$ cat config.mk
export PLATFORM = sky130hd
export DESIGN_NAME = lt_src_line_gen
export DESIGN_NICKNAME = d
export VERILOG_FILES = /design/src/rtl/lt_pkg.sv /design/src/rtl/lt_line_state.sv /design/src/rtl/lt_phase_seq.sv /design/src/rtl/lt_out_decode.sv /design/src/rtl/lt_src_line_gen.sv
export SDC_FILE = /design/constraint.sdc
export NUM_CORES = 1
export LEC_CHECK = 0
export CORE_UTILIZATION = 52
export CTS_BUF_LIST = sky130_fd_sc_hd__clkbuf_4
export DETAILED_ROUTE_END_ITERATION = 10
export DONT_BUFFER_PORTS = 1
export PLACE_DENSITY = 0.68
export RECOVER_POWER = 25
export SLEW_MARGIN = 20
export SYNTH_ARGS = -nofsm -noshare
export SYNTH_HDL_FRONTEND = slang
export SYNTH_SLANG_ARGS = --single-unit
$ cat constraint.sdc
create_clock -name clk -period 1.55 [get_ports clk]
set_input_delay 0.31 -clock clk [delete_from_list [all_inputs] [get_ports clk]]
set_output_delay 0.31 -clock clk [all_outputs]
set_load 0.02 [all_outputs]
$ cat src/rtl/lt_pkg.sv
// Shared constants and types for the source-driver line timing generator.
// Assumes a sampling period made of six equal sub-phases and three clock phases.
package lt_pkg;
    localparam int SUBPH   = 6;              // sub-phases per sampling period
    localparam int NPH     = 3;              // number of sampling clocks
    localparam int PH_STEP = SUBPH / NPH;    // sub-phase lag between clocks
    localparam int PH_HIGH = SUBPH / 2;      // sub-phases each clock stays high

    typedef logic [2:0] subph_t;

    // Registered output bundle handed from the decoder to the top level.
    typedef struct packed {
        logic [NPH-1:0] cph;     // bit 0 = phase 1
        logic [1:0]     st_o;    // bit 0 = pin 1
        logic [1:0]     st_oe;   // bit 0 = pin 1
        logic           inh;
        logic           pol;
    } hout_t;
endpackage

$ cat src/rtl/lt_line_state.sv
// Line-level state: detects the sync rising edge and captures the per-line settings.
// It also keeps the polarity bit that inverts on every line.
// Assumes hd is already synchronous to clk.
module lt_line_state #(
    parameter int DIV_W = 6
) (
    input  logic             clk,
    input  logic             rst_n,
    input  logic             hd,
    input  logic             scan_lr,
    input  logic [DIV_W-1:0] phase_len_m1,
    output logic             hd_rise,
    output logic             lr_q,
    output logic [DIV_W-1:0] div_q,
    output logic             pol_q
);
    logic hd_q;

    // Remember last sync level for edge detection.
    always_ff @(posedge clk) begin
        if (!rst_n) hd_q <= 1'b0;
        else        hd_q <= hd;
    end

    assign hd_rise = hd & ~hd_q;

    // Capture direction and divider at line start, and flip polarity per line.
    always_ff @(posedge clk) begin
        if (!rst_n) begin
            lr_q  <= 1'b1;
            div_q <= '0;
            pol_q <= 1'b0;
        end else if (hd_rise) begin
            lr_q  <= scan_lr;
            div_q <= phase_len_m1;
            pol_q <= ~pol_q;
        end
    end
endmodule

$ cat src/rtl/lt_phase_seq.sv
// Position sequencer: master-clock divider, sub-phase counter and sampling-period counter.
// Idle after reset until the first line start. Restarts at position 0 on each sync edge.
// The period counter wraps at LINE_LEN.
module lt_phase_seq
    import lt_pkg::*;
#(
    parameter int DIV_W    = 6,
    parameter int LINE_LEN = 100,
    parameter int PIX_W    = $clog2(LINE_LEN)
) (
    input  logic             clk,
    input  logic             rst_n,
    input  logic             hd_rise,
    input  logic [DIV_W-1:0] div_q,
    output logic             running,
    output subph_t           sub,
    output logic [PIX_W-1:0] pix
);
    localparam logic [PIX_W-1:0] PIX_LAST = PIX_W'(LINE_LEN - 1);
    localparam subph_t           SUB_LAST = subph_t'(SUBPH - 1);

    logic [DIV_W-1:0] cnt;

    // Advance divider, sub-phase and period counters; restart on line start.
    always_ff @(posedge clk) begin
        if (!rst_n) begin
            running <= 1'b0;
            cnt     <= '0;
            sub     <= '0;
            pix     <= '0;
        end else if (hd_rise) begin
            running <= 1'b1;
            cnt     <= '0;
            sub     <= '0;
            pix     <= '0;
        end else if (running) begin
            if (cnt == div_q) begin
                cnt <= '0;
                if (sub == SUB_LAST) begin
                    sub <= '0;
                    pix <= (pix == PIX_LAST) ? '0 : pix + 1'b1;
                end else begin
                    sub <= sub + 1'b1;
                end
            end else begin
                cnt <= cnt + 1'b1;
            end
        end
    end
endmodule

$ cat src/rtl/lt_out_decode.sv
// Decodes the sequencer position into the sampling clocks, start pulse, steering and
// output-enable window, and registers them together with the polarity bit.
// Assumes 1 <= STH_POS < LINE_LEN and INH_START >= 1.
module lt_out_decode
    import lt_pkg::*;
#(
    parameter int LINE_LEN  = 100,
    parameter int PIX_W     = $clog2(LINE_LEN),
    parameter int STH_POS   = 16,
    parameter int INH_START = 2,
    parameter int INH_LEN   = 6
) (
    input  logic             clk,
    input  logic             rst_n,
    input  logic             running,
    input  subph_t           sub,
    input  logic [PIX_W-1:0] pix,
    input  logic             lr_q,
    input  logic             pol_q,
    output hout_t            q
);
    localparam logic [PIX_W-1:0] STH_PRE = PIX_W'(STH_POS - 1);
    localparam logic [PIX_W-1:0] STH_AT  = PIX_W'(STH_POS);
    localparam logic [PIX_W-1:0] INH_LO  = PIX_W'(INH_START);
    localparam logic [PIX_W:0]   INH_HI  = (PIX_W+1)'(INH_START + INH_LEN);

    logic [NPH-1:0] cph_n;
    logic [1:0]     drv;
    logic           sth_n;
    logic           inh_n;

    // One half-duty decode per sampling clock, each lagging by PH_STEP sub-phases.
    for (genvar i = 0; i < NPH; i++) begin : g_ph
        logic [3:0] rel;
        // Sub-phase relative to this clock's own rising point.
        always_comb begin
            rel = {1'b0, sub} + 4'(SUBPH - i * PH_STEP);
            if (rel >= 4'(SUBPH)) rel = rel - 4'(SUBPH);
        end
        assign cph_n[i] = running && (rel < 4'(PH_HIGH));
    end

    // Start pulse straddles the phase-1 rise that opens period STH_POS.
    assign sth_n = (pix == STH_PRE && sub >= subph_t'(PH_HIGH)) ||
                   (pix == STH_AT  && sub <  subph_t'(PH_HIGH));

    // Output-enable window over a range of sampling periods.
    assign inh_n = running && (pix >= INH_LO) && ({1'b0, pix} < INH_HI);

    // Pin steering: pin 1 drives for left-to-right, pin 2 for right-to-left.
    for (genvar j = 0; j < 2; j++) begin : g_pin
        assign drv[j] = running && ((j == 0) ? lr_q : ~lr_q);
    end

    // Register every pin output so no decode glitch reaches the panel.
    always_ff @(posedge clk) begin
        if (!rst_n) begin
            q <= '0;
        end else begin
            q.cph   <= cph_n;
            q.st_oe <= drv;
            q.st_o  <= drv & {2{sth_n}};
            q.inh   <= inh_n;
            q.pol   <= pol_q;
        end
    end
endmodule

$ cat src/rtl/lt_src_line_gen.sv
// Top level of the source-driver horizontal timing generator.
// Ties line state, position sequencer and output decoder together.
// Assumes hd is synchronous to clk.
module lt_src_line_gen
    import lt_pkg::*;
#(
    parameter int DIV_W     = 6,
    parameter int LINE_LEN  = 100,
    parameter int STH_POS   = 16,
    parameter int INH_START = 2,
    parameter int INH_LEN   = 6
) (
    input  logic             clk,
    input  logic             rst_n,
    input  logic             hd,
    input  logic             scan_lr,
    input  logic [DIV_W-1:0] phase_len_m1,
    output logic             cph1,
    output logic             cph2,
    output logic             cph3,
    output logic             sth1_o,
    output logic             sth1_oe,
    output logic             sth2_o,
    output logic             sth2_oe,
    output logic             inh,
    output logic             q2h,
    output logic             vcom_pol
);
    localparam int PIX_W = $clog2(LINE_LEN);

    logic             hd_rise;
    logic             lr_q;
    logic [DIV_W-1:0] div_q;
    logic             pol_q;
    logic             running;
    subph_t           sub;
    logic [PIX_W-1:0] pix;
    hout_t            hq;

    lt_line_state #(.DIV_W(DIV_W)) u_state (
        .clk          (clk),
        .rst_n        (rst_n),
        .hd           (hd),
        .scan_lr      (scan_lr),
        .phase_len_m1 (phase_len_m1),
        .hd_rise      (hd_rise),
        .lr_q         (lr_q),
        .div_q        (div_q),
        .pol_q        (pol_q)
    );

    lt_phase_seq #(.DIV_W(DIV_W), .LINE_LEN(LINE_LEN), .PIX_W(PIX_W)) u_seq (
        .clk     (clk),
        .rst_n   (rst_n),
        .hd_rise (hd_rise),
        .div_q   (div_q),
        .running (running),
        .sub     (sub),
        .pix     (pix)
    );

    lt_out_decode #(
        .LINE_LEN  (LINE_LEN),
        .PIX_W     (PIX_W),
        .STH_POS   (STH_POS),
        .INH_START (INH_START),
        .INH_LEN   (INH_LEN)
    ) u_dec (
        .clk     (clk),
        .rst_n   (rst_n),
        .running (running),
        .sub     (sub),
        .pix     (pix),
        .lr_q    (lr_q),
        .pol_q   (pol_q),
        .q       (hq)
    );

    assign cph1     = hq.cph[0];
    assign cph2     = hq.cph[1];
    assign cph3     = hq.cph[2];
    assign sth1_o   = hq.st_o[0];
    assign sth1_oe  = hq.st_oe[0];
    assign sth2_o   = hq.st_o[1];
    assign sth2_oe  = hq.st_oe[1];
    assign inh      = hq.inh;
    assign q2h      = hq.pol;
    assign vcom_pol = hq.pol;
endmodule

# After elaboration in Yosys (flattened, before gate mapping)
# Index checks and enable logic that the tools add are counted.
# word_totals
ff_bits	35
latch_bits	0
in_bits	10
ram_bits	0
rom_bits	0
n_memories	0
# op_classes
magnitude_cmp	10
shift	0
n_div	0
n_mul	0
mux	6
reduce_logical	13
bitwise	6
addsub	9
eq_ne	5
# op_table
cell	n
$ge 4x3->1 const B	3
$lt 4x2->1 const B	3
$mux 4	3
$sub 4x3->4 const B	3
$logic_and 1x1->1	9
$add 3x3->4 const B	2
$add 7x1->7 const B	1
$eq 7x4->1 const B	1
$eq 7x5->1 const B	1
$eq 7x7->1 const B	1
$ge 7x2->1 const B	1
$lt 7x4->1 const B	1
$mux 7	1
$add 6x1->6 const B	1
$eq 6x6->1	1
$mux 6	1
$add 3x2->4 const B	1
$not 1->1	4
$add 3x1->3 const B	1
$eq 3x3->1 const B	1
$ge 3x2->1 const B	1
$lt 3x2->1 const B	1
$mux 3	1
$reduce_and 3->1	1
other kinds (5)	5

# Longest topological paths before layout
# logic_depth
depth_word	5
ltp_mapped	7
depth_no_buf	6

# Hierarchy
# Synthesis repeated with hierarchy kept, for this count alone.
# unflattened
hier_cells	178
area_unflattened_um2	1646.6
# modules_own_cells
module	area_each_um2	cells_per_inst	n_inst
lt_phase_seq	874.6	98	1
lt_out_decode	407.9	42	1
lt_line_state	356.6	37	1
lt_src_line_gen	7.5	1	1

# Worst setup path before layout
# OpenSTA, ideal clock, no wires.
# synth_path
kind	flip-flop to flip-flop
start	register u_seq.sub[0]
end	register u_seq.sub[2]
t_required_ns	1.471
slack_ns	0.140
period_less_slack_ns	1.410
arrival_ns	1.331
path_stages_with_launch	6
cell_sequence	dfxtp_1 buf_2 and2_1 ha_1 or3_1 a211oi_2
# synth_via
elab_chain_len	2
# synth_lines
item	line_no	rtl
from (decl)	lt_phase_seq.sv:16	output subph_t sub,
from (signal assigned)	lt_phase_seq.sv:43	sub <= sub + 1'b1;
$add 3x1->3 or $eq 3x3->1 (tied branches)	lt_phase_seq.sv:43, lt_phase_seq.sv:39	
$mux 3 *	lt_phase_seq.sv:39	if (sub == SUB_LAST) begin
# Mark *: on every way between the ends. The rest lies on a longest branch, timed or not.
# A chain may end at the register's enable or synchronous reset.

# Worst setup path in the final report
# layout_path
start	register u_seq.cnt[3]
end	register u_seq.sub[2]
# layout_via
elab_chain_len	2
# layout_lines
item	line_no	rtl
from (decl)	lt_phase_seq.sv:22	logic [DIV_W-1:0] cnt;
from (signal assigned)	lt_phase_seq.sv:46	cnt <= cnt + 1'b1;
$eq 6x6->1	lt_phase_seq.sv:37	if (cnt == div_q) begin
$reduce_and 2->1 (no source line)	-	
# No other way between the ends.

==> flow_summary.yaml <==
flow_run:
  cap_violations: 0
floorplan:
  dieArea_mm2: 0.00363
  die_h_um: 60.2
  fp.dieW_um: 60.2
  coreArea_mm2: 0.00313
  rows: 20
  io_pins: 20
  initial_core_util_pct: 56.4
critical_path:
  cp_top_family: "simple AND/OR/NAND/NOR gates"
  worst-path-buf-inv: 0
  crit_path_start: "u_seq.cnt[3]"
  crit_chain: "xnor2_2 > nand4_4 > or3_1 > a211oi_2"
  cp_slowest_cell: "or3_1"
  crit_cells: 4
  setup.worst_path.end: "u_seq.sub[2]"
  critPathMaxStageDelay_ns: 0.40
  worstSetupEndpointType: "register"
  startpoint_type: "register"
  path_max_fanout: 9
  reg2regPathDepth: 4
  critical_path_class: "register to register"
  reg2reg_slack_ns: 0.10
  arrival_ns: 1.71
  r2r_start: "u_seq.cnt[3]"
  cp.required_ns: 1.82
  timing.rr.end: "u_seq.sub[2]"
synth:
  synth_area_leaders: "dfxtp_1, ha_1, nand2_1, xnor2_2, a211oi_1"
  synth_cell_types: 42
  synthesis.nets: 211
  synth_common_cells: "dfxtp_1, nand2_1, nor2_1"
  synth_cells: 192
  ys_seq_area_share_pct: 39.7
  post-synth-top-count-cell: "dfxtp_1"
  syn_area_mm2: 0.00176
  ys_warn_count: 0
  synth_edf_count: 0
  synth_ff_type: "dfxtp_1"
  synth.avg_cell_area_um2: 9.18
  synth_area_leader_cell: "dfxtp_1"
  ys_seq_elements: 35
  yosys.area.top_type_share_pct: 39.7
  async_reset_ff_share_pct: 0
timing:
  fmax_mhz: 691
  fin_crit_ns: 1.45
  tns_ns: 0
  tightest_slew_ns: 0.514
  slew_violations: 0
  period_share_pct: 93.4
  fin_skew_ns: 0.00454
  finalHoldViolations: 0
  rsz0062_at_grt: "false"
  report.final.setup_viol: 0
  max_slew_margin_pct: 65.6
place:
  dpl_cell_area_mm2: 0.00184
  port_buffers: 0
  gp_congestion: 0.898
  hpwl_mm: 2.46
pwr:
  p_sw_uw: 416
  ir_drop_mv: 0.564
  total_leakage_power_uw: 0.000657
  swShare_pct: 26.5
  seq_power_share_pct: 61.1
  power.share.combinational_pct: 10.1
  clkPwrFrac_pct: 28.8
  intPower_uw: 1150
  power_density_mw_per_mm2: 829
cts:
  clk_latency_ns: 0.34
  cts_sinks: 35
  cts_buffers: 5
  cts_root_buf: "clkbuf_4"
  hold_buffers: 0
  clk_pin_slew_ns: 0.10
  clockBufferDepth: 2
  htreeDepth: 2
  cts_tree: "built"
cells_and_area:
  design_area_mm2: 0.00189
  nFillCells: 298
  diodes: 0
  area_growth_pct: 7.17
  nets: 218
  drive_gt1_share_pct: 17.1
  seqCellArea_um2: 702
  multi_input_area_um2: 992
worst_hold_path:
  min-delay-start: "rst_n"
  hold_path.class: "input port to register"
grt:
  antenna_found_initial: 0
  grt_pass1_vias: 1215
  grtUsageTotal_pct: 20.1
  grt_overflow: 0
  grt_max_degree: 17
  grt_first_pass_wirelength_mm: 5.30
detailed_routing:
  wire_per_inst_um: 13.2
  viasPerCell: 5.52
  firstDrtPassIters: 4
  drt_iter0_markers: 49
  antenna_left: 0
  drcViolationCount: 0
  wl_mm: 3.22
  vias: 1342
outcome:
  status: "completed"
## flip-flops by register name, indices dropped and copies added, names as in the netlist
name and count:
u_seq.pix 7, u_seq.running 1, u_state.hd_q 1, u_state.lr_q 1
u_seq.cnt 6, u_state.div_q 6, u_state.pol_q 1, u_dec.q 9
u_seq.sub 3
## power by group through the flow
stage,sequential (uW),combinational [uW],clock (uW)
final,957,158,452
after global routing,961,177,495
after CTS,958,156,459
after detailed placement,979,155,0
after global placement,978,153,0
after floorplan,970,137,0
## routing by layer
| metal | track usage (%) | vias up | part of all wire, % |
|---|---|---|---|
| met4 | 8.97 | 0 | 1.6 |
| met5 | 0 | - | 0 |
| li1 | - | 683 | - |
| met2 | 31.4 | 30 | 46 |
| met3 | 5.19 | 8 | 4.0 |
| met1 | 25.8 | 621 | 48 |
## area by class of cell
type	count	share of cell area, %
flip-flops and latches	35	37.2
well taps	44	2.91
repair buffers	10	3.77
inverters	6	1.19
clock inverters	2	0.464
multi-input cells	141	52.5
clock buffers	5	1.99
## per-stage QoR
stage	hold slack, ns	std cells	utilization [%]	power [uW]	worst slack (ns)
final	0.0338	243	60.4	1570	0.102
after global routing	0.0401	243	60.4	1630	0.00558
after CTS	0.0300	243	60.2	1570	0.0206
after detailed placement	0.386	236	58.7	1130	0.0545
after global placement	0.384	236	58.7	1130	0.0990
after floorplan	0.423	192	-	1110	0.140
## worst register-to-register path, stage by stage, from the launching register on
cell,delay (ns)
dfxtp_1,0.38
xnor2_2,0.24
nand4_4,0.19
or3_1,0.40
a211oi_2,0.17
## repair_timing
item,CTS,global route
gates resized for setup,0,2
endpoints found under the setup margin,0,12
buffers inserted,0,0
## worst min path at each step
stage / slack [ns] / endpoint / cells past startpoint
4_1_cts: 0.03 / u_state.lr_q / 1
3_5_place_dp: 0.39 / u_state.lr_q / 1
5_1_grt: 0.04 / u_state.lr_q / 1
3_3_place_gp: 0.38 / u_state.lr_q / 1
2_1_floorplan: 0.42 / u_dec.q[3] / 1
6_report: 0.03 / u_state.lr_q / 1
## logic make-up after synthesis
family                   after synthesis  share of synthesized area, %
multiplexers                           2                          1.14
buffers and inverters                 16                          4.47
flip-flops                            35                          39.7
XOR/XNOR                              11                          8.02
AND/OR/NAND/NOR                       79                          23.1
AO/OA/AOI/OAI                         40                          17.2
adder cells (fa/ha/maj)                9                          6.39
## layout by cell type, fill, tap and decap left out, drive strengths merged
master  count
and2        5
xor2        3
nor2b       4
a21oi       7
o41ai       2
clkinv      2
nor3        3
nand3       7
a31oi       2
o311ai      2
nand4       5
or3         3
a311oi      2
and3        2
o21ai       7
and4b       1
dfxtp      35
nand2      30
nand2b      4
inv         6
and4        2
a21boi      6
clkbuf      6
a211oi      8
o22ai       2
o211ai      1
xnor2       8
o21a        1
ha          9
buf         9
mux2i       2
nor2       13
Note: power is estimated with default switching activity, not from simulation.
